<file path="config.mk">
export PLATFORM = sky130hd
export DESIGN_NAME = wide_csr_dbuf
export DESIGN_NICKNAME = d
export VERILOG_FILES = /design/src/rtl/csr_dbuf_pkg.sv /design/src/rtl/csr_word_decode.sv /design/src/rtl/csr_wr_stage.sv /design/src/rtl/csr_rd_snap.sv /design/src/rtl/wide_csr_dbuf.sv
export SDC_FILE = /design/constraint.sdc
export NUM_CORES = 1
export LEC_CHECK = 0
export ABC_AREA = 1
export BUFFER_PORTS_ARGS = -buffer_cell sky130_fd_sc_hd__buf_4
export CORE_UTILIZATION = 45
export DETAILED_ROUTE_END_ITERATION = 8
export MAX_ROUTING_LAYER = met4
export PLACE_DENSITY_LB_ADDON = 0.3
export SYNTH_ARGS = -nofsm -noshare
export SYNTH_HDL_FRONTEND = slang
export SYNTH_SLANG_ARGS = --single-unit
export TNS_END_PERCENT = 50
</file>
<file path="constraint.sdc">
create_clock -name clk -period 3.7 [get_ports clk]
set_clock_uncertainty 0.15 [all_clocks]
set_input_delay 0.37 -clock clk [delete_from_list [all_inputs] [get_ports clk]]
set_output_delay 0.37 -clock clk [all_outputs]
set_load 0.02 [all_outputs]
</file>
<file path="src/rtl/csr_dbuf_pkg.sv">
package csr_dbuf_pkg;
    typedef enum logic {
        WTRIG_LAST_WORD = 1'b0,
        WTRIG_EXTERNAL  = 1'b1
    } wtrig_sel_e;

    typedef enum logic {
        RTRIG_FIRST_WORD = 1'b0,
        RTRIG_EXTERNAL   = 1'b1
    } rtrig_sel_e;
endpackage

</file>
<file path="src/rtl/csr_word_decode.sv">
module csr_word_decode #(
    parameter int ADDR_W    = 8,
    parameter int NUM_WORDS = 4,
    parameter int BASE_ADDR = 16,
    parameter int IDX_W     = 2
) (
    input  logic              req_valid,
    input  logic [ADDR_W-1:0] req_addr,
    output logic              hit,
    output logic [IDX_W-1:0]  idx,
    output logic              is_first,
    output logic              is_last
);
    localparam logic [ADDR_W-1:0] BASE     = ADDR_W'(BASE_ADDR);
    localparam logic [ADDR_W-1:0] LAST_OFF = ADDR_W'(NUM_WORDS - 1);

    logic [ADDR_W-1:0] off;

    always_comb begin
        off      = req_addr - BASE;
        hit      = req_valid && (req_addr >= BASE) && (off <= LAST_OFF);
        idx      = off[IDX_W-1:0];
        is_first = hit && (off == '0);
        is_last  = hit && (off == LAST_OFF);
    end
endmodule

</file>
<file path="src/rtl/csr_wr_stage.sv">
module csr_wr_stage
    import csr_dbuf_pkg::*;
#(
    parameter int                 WORD_W    = 32,
    parameter int                 IDX_W     = 2,
    parameter int                 TOTAL_W   = 128,
    parameter logic [TOTAL_W-1:0] RESET_VAL = '0,
    parameter wtrig_sel_e         WTRIG_SEL = WTRIG_LAST_WORD
) (
    input  logic               clk,
    input  logic               rst_n,
    input  logic               wr_hit,
    input  logic [IDX_W-1:0]   idx,
    input  logic [WORD_W-1:0]  wdata,
    input  logic               wr_last,
    input  logic               ext_trig,
    output logic               commit,
    output logic [TOTAL_W-1:0] commit_val
);
    typedef struct packed {
        logic [TOTAL_W-1:0] wbuf;
    } wst_t;

    wst_t st_d, st_q;
    logic [TOTAL_W-1:0] merged;

    always_comb begin
        merged = st_q.wbuf;
        if (wr_hit) begin
            merged[idx*WORD_W +: WORD_W] = wdata;
        end
        st_d.wbuf  = merged;
        commit     = (WTRIG_SEL == WTRIG_LAST_WORD) ? (wr_hit && wr_last) : ext_trig;
        commit_val = merged;
    end

    always_ff @(posedge clk) begin
        if (!rst_n) begin
            st_q.wbuf <= RESET_VAL;
        end else begin
            st_q <= st_d;
        end
    end
endmodule

</file>
<file path="src/rtl/csr_rd_snap.sv">
module csr_rd_snap
    import csr_dbuf_pkg::*;
#(
    parameter int                 WORD_W    = 32,
    parameter int                 IDX_W     = 2,
    parameter int                 TOTAL_W   = 128,
    parameter logic [TOTAL_W-1:0] RESET_VAL = '0,
    parameter rtrig_sel_e         RTRIG_SEL = RTRIG_FIRST_WORD
) (
    input  logic               clk,
    input  logic               rst_n,
    input  logic               rd_hit,
    input  logic [IDX_W-1:0]   idx,
    input  logic               rd_first,
    input  logic               ext_trig,
    input  logic [TOTAL_W-1:0] live,
    output logic               snap_fire,
    output logic [WORD_W-1:0]  rd_word
);
    typedef struct packed {
        logic [TOTAL_W-1:0] rbuf;
    } rst_t;

    rst_t st_d, st_q;
    logic [TOTAL_W-1:0] src;

    always_comb begin
        snap_fire = (RTRIG_SEL == RTRIG_FIRST_WORD) ? (rd_hit && rd_first) : ext_trig;
        src       = snap_fire ? live : st_q.rbuf;
        rd_word   = src[idx*WORD_W +: WORD_W];
        st_d.rbuf = src;
    end

    always_ff @(posedge clk) begin
        if (!rst_n) begin
            st_q.rbuf <= RESET_VAL;
        end else begin
            st_q <= st_d;
        end
    end
endmodule

</file>
<file path="src/rtl/wide_csr_dbuf.sv">
module wide_csr_dbuf
    import csr_dbuf_pkg::*;
#(
    parameter int                              WORD_W    = 32,
    parameter int                              NUM_WORDS = 4,
    parameter int                              ADDR_W    = 8,
    parameter int                              BASE_ADDR = 16,
    parameter logic [WORD_W*NUM_WORDS-1:0]     RESET_VAL = '0,
    parameter wtrig_sel_e                      WTRIG_SEL = WTRIG_LAST_WORD,
    parameter rtrig_sel_e                      RTRIG_SEL = RTRIG_FIRST_WORD
) (
    input  logic                          clk,
    input  logic                          rst_n,
    input  logic                          req_valid,
    input  logic                          req_write,
    input  logic [ADDR_W-1:0]             req_addr,
    input  logic [WORD_W-1:0]             req_wdata,
    output logic                          rsp_ack,
    output logic [WORD_W-1:0]             rsp_rdata,
    output logic [WORD_W*NUM_WORDS-1:0]   hw_value,
    input  logic                          hw_upd_en,
    input  logic [WORD_W*NUM_WORDS-1:0]   hw_upd_data,
    input  logic                          ext_wtrig,
    input  logic                          ext_rtrig,
    output logic                          sw_rd_strobe,
    output logic                          sw_wr_strobe
);
    localparam int TOTAL_W = WORD_W * NUM_WORDS;
    localparam int IDX_W   = (NUM_WORDS > 1) ? $clog2(NUM_WORDS) : 1;

    typedef struct packed {
        logic [TOTAL_W-1:0] live;
        logic               ack;
        logic [WORD_W-1:0]  rdata;
    } top_st_t;

    top_st_t st_d, st_q;

    logic               hit, is_first, is_last;
    logic [IDX_W-1:0]   idx;
    logic               wr_hit, rd_hit;
    logic               commit, snap_fire;
    logic [TOTAL_W-1:0] commit_val;
    logic [WORD_W-1:0]  rd_word;

    csr_word_decode #(
        .ADDR_W(ADDR_W), .NUM_WORDS(NUM_WORDS), .BASE_ADDR(BASE_ADDR), .IDX_W(IDX_W)
    ) u_dec (
        .req_valid(req_valid), .req_addr(req_addr), .hit(hit),
        .idx(idx), .is_first(is_first), .is_last(is_last)
    );

    assign wr_hit = hit && req_write;
    assign rd_hit = hit && !req_write;

    csr_wr_stage #(
        .WORD_W(WORD_W), .IDX_W(IDX_W), .TOTAL_W(TOTAL_W),
        .RESET_VAL(RESET_VAL), .WTRIG_SEL(WTRIG_SEL)
    ) u_wr (
        .clk(clk), .rst_n(rst_n), .wr_hit(wr_hit), .idx(idx), .wdata(req_wdata),
        .wr_last(is_last), .ext_trig(ext_wtrig), .commit(commit), .commit_val(commit_val)
    );

    csr_rd_snap #(
        .WORD_W(WORD_W), .IDX_W(IDX_W), .TOTAL_W(TOTAL_W),
        .RESET_VAL(RESET_VAL), .RTRIG_SEL(RTRIG_SEL)
    ) u_rd (
        .clk(clk), .rst_n(rst_n), .rd_hit(rd_hit), .idx(idx), .rd_first(is_first),
        .ext_trig(ext_rtrig), .live(st_q.live), .snap_fire(snap_fire), .rd_word(rd_word)
    );

    always_comb begin
        st_d = st_q;
        if (commit) begin
            st_d.live = commit_val;
        end else if (hw_upd_en) begin
            st_d.live = hw_upd_data;
        end
        st_d.ack   = hit;
        st_d.rdata = rd_hit ? rd_word : '0;
    end

    always_ff @(posedge clk) begin
        if (!rst_n) begin
            st_q.live  <= RESET_VAL;
            st_q.ack   <= 1'b0;
            st_q.rdata <= '0;
        end else begin
            st_q <= st_d;
        end
    end

    assign hw_value     = st_q.live;
    assign rsp_ack      = st_q.ack;
    assign rsp_rdata    = st_q.rdata;
    assign sw_wr_strobe = commit;
    assign sw_rd_strobe = snap_fire;
endmodule

</file>
== Yosys cells after proc, flatten, opt, wreduce, memory -nomap -nowiden ==
Index checks and enable logic that the tools add are counted.

* Flip-flop bits (word level): 417
* Latch bits: 0
* RAM bits: 0
* Bits in read-only memories: 0
* Input port bits: 175
* Output and inout bits: 163
* Logic and storage cells: 30
* Memories kept: 0

* Add/sub/neg operators: 2
* Multiply operators: 0
* Divide/modulo/power cells: 0
* Order comparisons: 2
* Eq/ne operators: 1
* Shift-type cells: 3
* Muxes and demuxes: 5
* Bitwise operators: 0
* Reduce and logical (&&, ||, !) cells: 12

{| class="wikitable"
|+ Operator list
! cell !! number
|-
| $mux 128 || 4
|-
| $bwmux 128 || 1
|-
| $shift 32x34->128 const A || 1
|-
| $shiftx 128x8->32 || 1
|-
| $shiftx 32x34->128 || 1
|-
| $neg 7->34 || 1
|-
| $eq 8x2->1 const B || 1
|-
| $ge 8x5->1 const B || 1
|-
| $le 8x2->1 const B || 1
|-
| $logic_and 1x1->1 || 8
|-
| $logic_not 8->1 || 1
|-
| $sub 8x5->8 const B || 1
|-
| $reduce_and 2->1 || 1
|-
| $reduce_bool 2->1 || 1
|-
| $logic_not 1->1 || 1
|}

== Depth between registers and ports, before layout ==
Gate-level depths: netlist of the first run.

* Depth after elaboration: 7
* Mapped depth: 15
* Depth with buffers taken out: 11

== Modules after synthesis ==
Synthesis of the first run repeated with hierarchy kept, for this count alone.

* Cells, all modules: 2840
* Area total of the unflattened synthesis: 18798.0 µm²

{| class="wikitable"
|+ Modules (own cells, without submodules)
! module !! instances !! cells each !! area an instance (µm²) !! sequential area each (µm²)
|-
| wide_csr_dbuf || 1 || 1075 || 7088.0 || 3223.1
|-
| csr_wr_stage || 1 || 934 || 5845.6 || 2562.5
|-
| csr_rd_snap || 1 || 817 || 5785.5 || 2562.5
|-
| csr_word_decode || 1 || 14 || 78.8 || 0.0
|}

== Worst setup path after synthesis of the first run ==
No wires, ideal clock.

* Path kind: in2out
* From: input port req_addr[0]
* To: output port sw_rd_strobe
* Data arrival time: 2.313 ns
* Data required time: 3.180 ns
* Setup slack: 0.867 ns
* Stages on the path: 12
* Path buffers: 6
* Cell sequence: clkbuf_1 -> inv_1 -> clkbuf_1 -> buf_1 -> ha_1 -> buf_2 -> inv_1 -> nor2_1 -> nand3_1 -> buf_2 -> buf_2 -> inv_1

* Word-level cells in the longest chain between the ends: 5
* Elaborated cells between the ends (all ways): 9
* Classes of those cells: add/sub (1); order compare (2); reduce/logical (6)

{| class="wikitable"
|+ Ends and longest elaborated chain
! what !! RTL line !! RTL
|-
| start, declared || wide_csr_dbuf.sv:16 || <nowiki>input logic [ADDR_W-1:0] req_addr,</nowiki>
|-
| $sub 8x5->8 / $ge 8x5->1 (equally long branches) || csr_word_decode.sv:20, csr_word_decode.sv:21 ||
|-
| $le 8x2->1 / $logic_and 1x1->1 (equally long branches) || csr_word_decode.sv:21 || <nowiki>hit = req_valid && (req_addr >= BASE) && (off <= LAST_OFF);</nowiki>
|-
| $logic_and 1x1->1 || csr_word_decode.sv:21 ||
|-
| $logic_and 1x1->1, on equally long branches || wide_csr_dbuf.sv:54, csr_word_decode.sv:23 ||
|-
| $logic_and 1x1->1 (*) || csr_rd_snap.sv:28 || <nowiki>snap_fire = (RTRIG_SEL == RTRIG_FIRST_WORD) ? (rd_hit && rd_first) : ext_trig;</nowiki>
|-
| end, declared || wide_csr_dbuf.sv:25 || <nowiki>output logic sw_rd_strobe,</nowiki>
|}

Every way passes the cells marked *; elsewhere a longest branch is shown, timed or not.

== Worst setup path in the final report of the first run ==
* From: input port req_addr[0]
* To: output port sw_wr_strobe

* Word-level cells in the longest chain between the ends: 5
* Elaborated cells between the ends (all ways): 9
* Classes of those cells: add/sub (1); order compare (2); eq/ne (1); reduce/logical (5)

{| class="wikitable"
|+ Ends and longest elaborated chain
! what !! RTL line !! RTL
|-
| $sub 8x5->8 / $ge 8x5->1 (equally long branches) || csr_word_decode.sv:20, csr_word_decode.sv:21 ||
|-
| $le 8x2->1 / $logic_and 1x1->1 (equally long branches) || csr_word_decode.sv:21 ||
|-
| $logic_and 1x1->1 || csr_word_decode.sv:21 ||
|-
| $logic_and 1x1->1, on equally long branches || wide_csr_dbuf.sv:53, csr_word_decode.sv:24 ||
|-
| $logic_and 1x1->1 (*) || csr_wr_stage.sv:33 || <nowiki>commit = (WTRIG_SEL == WTRIG_LAST_WORD) ? (wr_hit && wr_last) : ext_trig;</nowiki>
|-
| end, declared || wide_csr_dbuf.sv:26 || <nowiki>output logic sw_wr_strobe</nowiki>
|}

Marked as above.

==> impl_metrics.csv, run 1 <==
group,metric,value,unit
logic_synthesis,yosysSeqAreaShare,0.4521,
floorplan,rows,70,
detailed_routing,ant_nets,0,
setup_path,endpoint_kind,"output port",
logic_synthesis,yosys_warnings,0,
logic_synthesis,synth.cell_area,17050,sq um
timing,setup_viol,0,
grt,grt_max_degree,131,
setup_path,crit_required,3.18,ns
setup_path,cp_slowest_cell,"buf_4",
setup_path,r2r-start,"hw_value[31]",
grt,met1_usage,0.4845,
logic_synthesis,ys_types,26,
placement,io_buffers,335,
setup_path,cp_max_fo,69,
placement,place_ws,0.6462,ns
finish,area_delta_synth_final,24.35,%
setup_path,r2r_cells,4,
grt,grt-busiest-layer,"met2",
grt,antenna_found_initial,3,
timing,worst_slew_pin_slew,1.143,ns
clocking,post_cts_resized,0,
clocking,clk_pin_slew,0.06,ns
min_path,hp-start,"hw_upd_data[25]",
logic_synthesis,synth_ff_type,"dfxtp_1",
power_and_ir_drop,leakagePower,8.820,nW
logic_synthesis,synth_cells,2410,
clocking,cts_root_buffer,"clkbuf_16",
floorplan,dieArea,38660,sq um
clocking,cts.sinks,385,
outcome,violations,"negative hold slack",
floorplan,floorplan.initialDensity,0.4612,
grt,grt_pass1_wl,102900,microns
logic_synthesis,synth-async-reset-ratio,0,
timing,grt_setup_unrepaired,"no",
timing,fin_setup_tns,0,ns
clocking,clk_latency,0.54,ns
floorplan,io_pins,338,
logic_synthesis,synth_most_common_cell,"nand2_1",
setup_path,path_class,"in2out",
min_path,min_path_cells,3,
setup_path,crit_chain,"buf_4, buf_4, ha_1, inv_1, nor2_4, buf_4, buf_4",
timing,finalCriticalPeriod,2.884,ns
logic_synthesis,ys_ff_latch,385,
power_and_ir_drop,vdd_drop_max,0.3261,mV
clocking,cts_max_path_buffers,3,
placement,hpwl,47600,microns
setup_path,critPathMostFrequentCell,"buf_4",
flow_run,drv_cap,0,
timing,max_freq,346.8,MHz
grt,grt_pass1_vias,16850,
floorplan,die_w,196.6,microns
floorplan,core,36960,sq um
logic_synthesis,syn-num-nets,2589,
timing,slew_headroom,0.2378,
finish,drive_gt1_frac,0.1702,
setup_path,cp-endpoint,"sw_wr_strobe",
min_path,min_path_type,"in2reg",
logic_synthesis,synth-edff-count,0,
detailed_routing,vias,18648,
clocking,htreeDepth,2,
grt,use_met3,0.05818,
detailed_routing,first_iter_violations,2158,
setup_path,r2r-end,"rsp_rdata[31]",
clocking,cts_tree,"yes",
logic_synthesis,netlist_top_cells_area,"dfxtp_1, nand3_1, nand2_1",
detailed_routing,dr.pass1.iters,7,
setup_path,r2r_slack,1.99,ns
timing,whs,-0.003101,ns
logic_synthesis,synth_commonest_cells,"nand2_1, dfxtp_1, nand3_1",
setup_path,cpPeakStageDelay,0.63,ns
placement,gp_congestion,0.9802,
detailed_routing,drt-total-wl,69480,microns
timing,min_period_over_period,0.7794,
logic_synthesis,synth_area_leader_cell,"dfxtp_1",
setup_path,crit_path_start_kind,"primary input",
timing,finalHoldViolCount,1,
floorplan,die_height,196.6,microns
finish,nNetsFinal,2805,
clocking,cts_inserted_buffers,41,
logic_synthesis,avgSynthCellArea,7.073,sq um
timing,setup_slack,0.8163,ns
logic_synthesis,synth.top_cell.area_share,0.4521,
detailed_routing,wl_per_cell,21.97,microns
setup_path,crit_start,"req_addr[0]",
grt,track_usage,0.3595,
setup_path,arrival,2.36,ns
detailed_routing,route.detailed.drc,0,
detailed_routing,vias_per_cell,5.896,
timing,final-max-slew-violation-count,0,
power_and_ir_drop,powerDensity,453.5,nW/um^2
grt,grt_overflow,0,
outcome,status,"complete, but fails checks",
grt,gr-usage-met2,0.5280,
==> metrics by stage <==
step | instances | utilization | cell area (sq um) | total power, mW | hold WS, ns
floorplan | 2410 | - | 17050 | 4.926 | 0.2937
global placement | 3072 | 0.5327 | 19690 | 5.499 | 0.3037
detailed placement | 3072 | 0.5327 | 19690 | 5.506 | 0.3050
CTS | 3159 | 0.5732 | 21190 | 9.585 | 0.0004103
global route | 3162 | 0.5734 | 21190 | 9.857 | 0.008435
finish | 3163 | 0.5735 | 21200 | 9.614 | -0.003101
==> per-layer routing <==
layer  routed length, microns  vias to the layer above  share of wire
met5                        0                        -              0
met4                     3561                        0          0.051
met3                     7099                      183           0.10
met2                    30310                     1149           0.44
met1                    28510                     8734           0.41
li1                         -                     8582              -
==> cells in the final DEF, fill, tap and decap left out, types with 8 or more instances in the layout <==
| cell type | Yosys | layout |
|---|---|---|
| a21oi_1 | 290 | 290 |
| buf_12 | 0 | 8 |
| buf_4 | 8 | 363 |
| clkbuf_1 | 113 | 9 |
| clkbuf_16 | 0 | 43 |
| clkbuf_8 | 0 | 8 |
| dfxtp_1 | 385 | 385 |
| dlygate4sd3_1 | 0 | 15 |
| inv_1 | 121 | 119 |
| nand2_1 | 458 | 458 |
| nand3_1 | 371 | 370 |
| nand4_1 | 21 | 21 |
| nor2_1 | 165 | 164 |
| nor3_1 | 26 | 26 |
| o211ai_1 | 48 | 48 |
| o21ai_0 | 245 | 245 |
| o21ai_1 | 26 | 26 |
| o31ai_1 | 16 | 16 |
==> how the worst min path moves through the flow <==
stage | endpoint | slack [ns]
after global placement | u_wr.st_q[33] | 0.30
final | hw_value[25] | -0.003
after CTS | hw_value[70] | 0.0004
after global routing | hw_value[27] | 0.008
after floorplan | u_wr.st_q[32] | 0.29
after detailed placement | u_wr.st_q[33] | 0.31
==> registers in the layout (all words and copies together) (netlist names) <==
name,flops
hw_value,128
u_rd.st_q,128
u_wr.st_q,96
rsp_rdata,32
rsp_ack,1
==> cell type report <==
type / instances / area [sq um]
flip-flops and latches: 385 / 7707
well taps: 504 / 630.6
repair buffers: 386 / 3035
fillers: 3510 / 15760
clock inverters: 12 / 128.9
inverters: 126 / 483.0
multi-input cells: 1686 / 7981
clock buffers: 60 / 1220
diodes: 4 / 10.01
==> kinds of logic (layout without fill, tap and decap cells) <==
family / count (synthesis) / after routing / synth area share
compound gates: 632 / 632 / 0.1960
simple gates: 1050 / 1050 / 0.2670
flops: 385 / 385 / 0.4521
other cells: 0 / 4 / 0
fa+ha+maj: 4 / 4 / 0.002936
buf+inv: 339 / 584 / 0.08199
==> power breakdown <==
part           total (mW)  internal [mW]  switching (mW)
clock                4.16           2.43            1.73
combinational        1.07          0.388           0.686
sequential           4.38           4.24           0.140
total                9.61           7.06            2.55
==> timing repair <==
action,CTS,global route
endpoints found under the hold margin,15,0
hold buffers,15,0
setup buffers,0,0
==> worst max-delay path, delay by kind of cell <==
kind                       cells  cell delay (ns)
and+or+nand+nor                1             0.11
buffers and inverters          5             1.45
adders and majority gates      1             0.35
(Power assumes the default switching activity.)
==> inputs of run 2 (changes only) <==
--- a/config.mk
+++ b/config.mk
@@ -5,7 +5,7 @@
 export SDC_FILE = /design/constraint.sdc
 export NUM_CORES = 1
 export LEC_CHECK = 0
-export ABC_AREA = 1
+export ABC_AREA = 0
 export BUFFER_PORTS_ARGS = -buffer_cell sky130_fd_sc_hd__buf_4
 export CORE_UTILIZATION = 45
 export DETAILED_ROUTE_END_ITERATION = 8
==> constraint.sdc (replaced) <==
create_clock -name clk -period 2.8 [get_ports clk]
set_clock_uncertainty 0.15 [all_clocks]
set_input_delay 0.28 -clock clk [delete_from_list [all_inputs] [get_ports clk]]
set_output_delay 0.28 -clock clk [all_outputs]
set_load 0.02 [all_outputs]
==> impl_metrics.csv, run 2 <==
group,metric,value,unit
outcome,status,"completed",
floorplan,floorplan.initialDensity,0.4575,
logic_synthesis,synth_most_common_cell,"nand2_1",
logic_synthesis,ys_ff_latch,385,
timing,worst_slew_pin_slew,0.8826,ns
power_and_ir_drop,combPwrFrac,0.112,
detailed_routing,first_iter_violations,2486,
setup_path,endpoint_kind,"output port",
timing,whs,0.005233,ns
floorplan,core,38830,sq um
placement,hpwl,49890,microns
clocking,cts_tree,"yes",
logic_synthesis,synth_compound_area_frac,0.2105,
grt,track_usage,0.3484,
logic_synthesis,synth-edff-count,0,
logic_synthesis,synth.area.mux_share,0.1247,
finish,most-common-layout-cells,"nand2_1, dfxtp_1, buf_4",
logic_synthesis,synthAdderAreaFrac,0.002817,
clocking,htreeDepth,2,
logic_synthesis,synth_ff_type,"dfxtp_1",
finish,nNetsFinal,2534,
finish,drive_gt1_frac,0.2342,
timing,fin_setup_tns,0,ns
setup_path,cpPeakStageDelay,0.59,ns
clocking,clk_latency,0.54,ns
power_and_ir_drop,p_sw,3.390,mW
timing,final-max-slew-violation-count,0,
setup_path,crit_path_start_kind,"primary input",
setup_path,r2r-end,"hw_value[100]",
setup_path,cp_slowest_cell,"or4b_1",
power_and_ir_drop,seqPwrFrac,0.452,
setup_path,arrival,2.05,ns
grt,grt_pass1_vias,16163,
logic_synthesis,synth-xor-area-share,0,
clocking,cts.sinks,385,
detailed_routing,wl_per_cell,24.33,microns
timing,slew_headroom,0.4110,
timing,finalHoldViolCount,0,
setup_path,cp_max_fo,14,
finish,final_common_cell,"nand2_1",
setup_path,cp-endpoint,"sw_wr_strobe",
logic_synthesis,synth_cells,2068,
grt,grt_max_degree,130,
detailed_routing,vias_per_cell,6.069,
logic_synthesis,netlist_top_cells_area,"dfxtp_1, nand2_1, mux2i_1",
placement,gp_congestion,0.9560,
clocking,cts_max_path_buffers,3,
logic_synthesis,synth_top_family_by_area,"compound AO/OA/AOI/OAI gates",
detailed_routing,vias,17637,
floorplan,rows,72,
clocking,holdBufCountCts,65,
flow_run,drv_cap,0,
grt,grt_overflow,0,
setup_path,crit_chain,"buf_4, or4b_1, or3_4, inv_2, buf_4, buf_4",
setup_path,r2r-start,"hw_value[100]",
setup_path,crit_start,"req_addr[7]",
finish,area_delta_synth_final,28.37,%
setup_path,r2r_slack,1.06,ns
logic_synthesis,synth.top_cell.area_share,0.4339,
power_and_ir_drop,vdd_drop_max,0.3901,mV
setup_path,path_class,"in2out",
logic_synthesis,syn-num-nets,2247,
detailed_routing,drt-total-wl,70710,microns
timing,max_freq,403.9,MHz
detailed_routing,ant_nets,0,
setup_path,critPathMostFrequentCell,"buf_4",
power_and_ir_drop,powerDensity,569.1,nW/um^2
power_and_ir_drop,clockPowerShare,0.436,
logic_synthesis,yosys_warnings,0,
logic_synthesis,yosys.area_share.simple,0.1754,
logic_synthesis,synth_commonest_cells,"nand2_1, dfxtp_1, a21oi_1",
detailed_routing,dr.pass1.iters,5,
logic_synthesis,synth-async-reset-ratio,0,
logic_synthesis,ys_types,45,
clocking,cts_root_buffer,"clkbuf_16",
floorplan,die_w,200.7,microns
clocking,clk_pin_slew,0.06,ns
clocking,cts_inserted_buffers,42,
grt,antenna_found_initial,1,
floorplan,die_height,200.7,microns
clocking,post_cts_resized,0,
power_and_ir_drop,cell_internal_pwr,9.589,mW
timing,min_period_over_period,0.8843,
timing,grt_setup_unrepaired,"no",
floorplan,dieArea,40270,sq um
logic_synthesis,yosysSeqAreaShare,0.4339,
detailed_routing,route.detailed.drc,0,
timing,finalCriticalPeriod,2.476,ns
grt,grt_pass1_wl,102800,microns
floorplan,io_pins,338,
logic_synthesis,avgSynthCellArea,8.590,sq um
setup_path,crit_required,2.37,ns
placement,io_buffers,335,
logic_synthesis,synth_area_leader_cell,"dfxtp_1",
power_and_ir_drop,leakagePower,9.178,nW
clocking,cts_setup_buffers,0,
logic_synthesis,synth.cell_area,17760,sq um
timing,setup_viol,0,
power_and_ir_drop,swShare,0.2612,
setup_path,r2r_cells,3,
min_path,min_path_type,"in2reg",
## run 2: cell types whose count changed in the layout (fill, tap and decap cells not counted), moves of 37 or more
cell,delta
dlygate4sd3_1,+50
o211ai_1,-43
o21ai_0,-170
a211oi_1,+45
a31oi_1,+62
nor2b_1,+37
nor2_1,-109
inv_1,-115
a21oi_1,-75
nand3_1,-298
mux2_2,+50
mux2i_1,+165
## run 2: power groups by stage
stage          registers [mW]  clock network, mW  logic, mW
6_report                 5.86               5.66       1.45
3_3_place_gp             5.96                  0       1.34
3_5_place_dp             5.97                  0       1.36
5_1_grt                  5.86               5.89       1.51
4_1_cts                  5.84               5.65       1.43
2_1_floorplan            5.95                  0      0.561
## run 2: final cells by class
cell class | instances | area [sq um]
sequential | 385 | 7707
fill | 3389 | 16020
multi-input combinational | 1463 | 9173
clock buffer | 59 | 1196
antenna | 1 | 2.502
inverter | 7 | 36.28
tap | 518 | 648.1
clock inverter | 17 | 195.2
timing repair buffer | 456 | 3846
## run 2: worst min path at each step
stage	depth (start not counted)	from	endpoint
finish	3	hw_upd_data[93]	hw_value[93]
global route	3	hw_upd_data[52]	hw_value[52]
CTS	3	hw_upd_data[52]	hw_value[52]
detailed placement	2	u_wr.st_q[38]	u_wr.st_q[38]
global placement	2	u_wr.st_q[58]	u_wr.st_q[58]
floorplan	2	u_wr.st_q[32]	u_wr.st_q[32]
## run 2: critical path: cells and delay by family
kind	cells	cell delay, ns
buffers and inverters	4	0.72
and+or+nand+nor	2	1.04
## run 2: layer usage
| metal | up-vias | global-route usage | share of wire |
|---|---|---|---|
| met1 | 8459 | 0.4751 | 0.41 |
| met4 | 0 | 0.1666 | 0.052 |
| met2 | 1022 | 0.5016 | 0.44 |
| met5 | - | - | 0 |
| li1 | 7987 | - | - |
| met3 | 169 | 0.05471 | 0.098 |
## run 2: through the flow
step,cells,cell area [sq um],util,power (mW),worst slack [ns]
after floorplan,2068,17760,-,6.509,0.3052
after global placement,2764,20760,0.5347,7.309,0.2724
after detailed placement,2764,20760,0.5347,7.323,0.2209
after CTS,2905,22800,0.5873,12.93,0.3412
after global routing,2905,22800,0.5873,13.25,0.2139
final,2906,22800,0.5873,12.98,0.3241
## run 2: cells by family after synthesis
| logic type | Yosys count |
|---|---|
| simple gates | 691 |
| compound gates | 553 |
| flops | 385 |
| buf+inv | 220 |
| mux | 215 |
| fa+ha+maj | 4 |
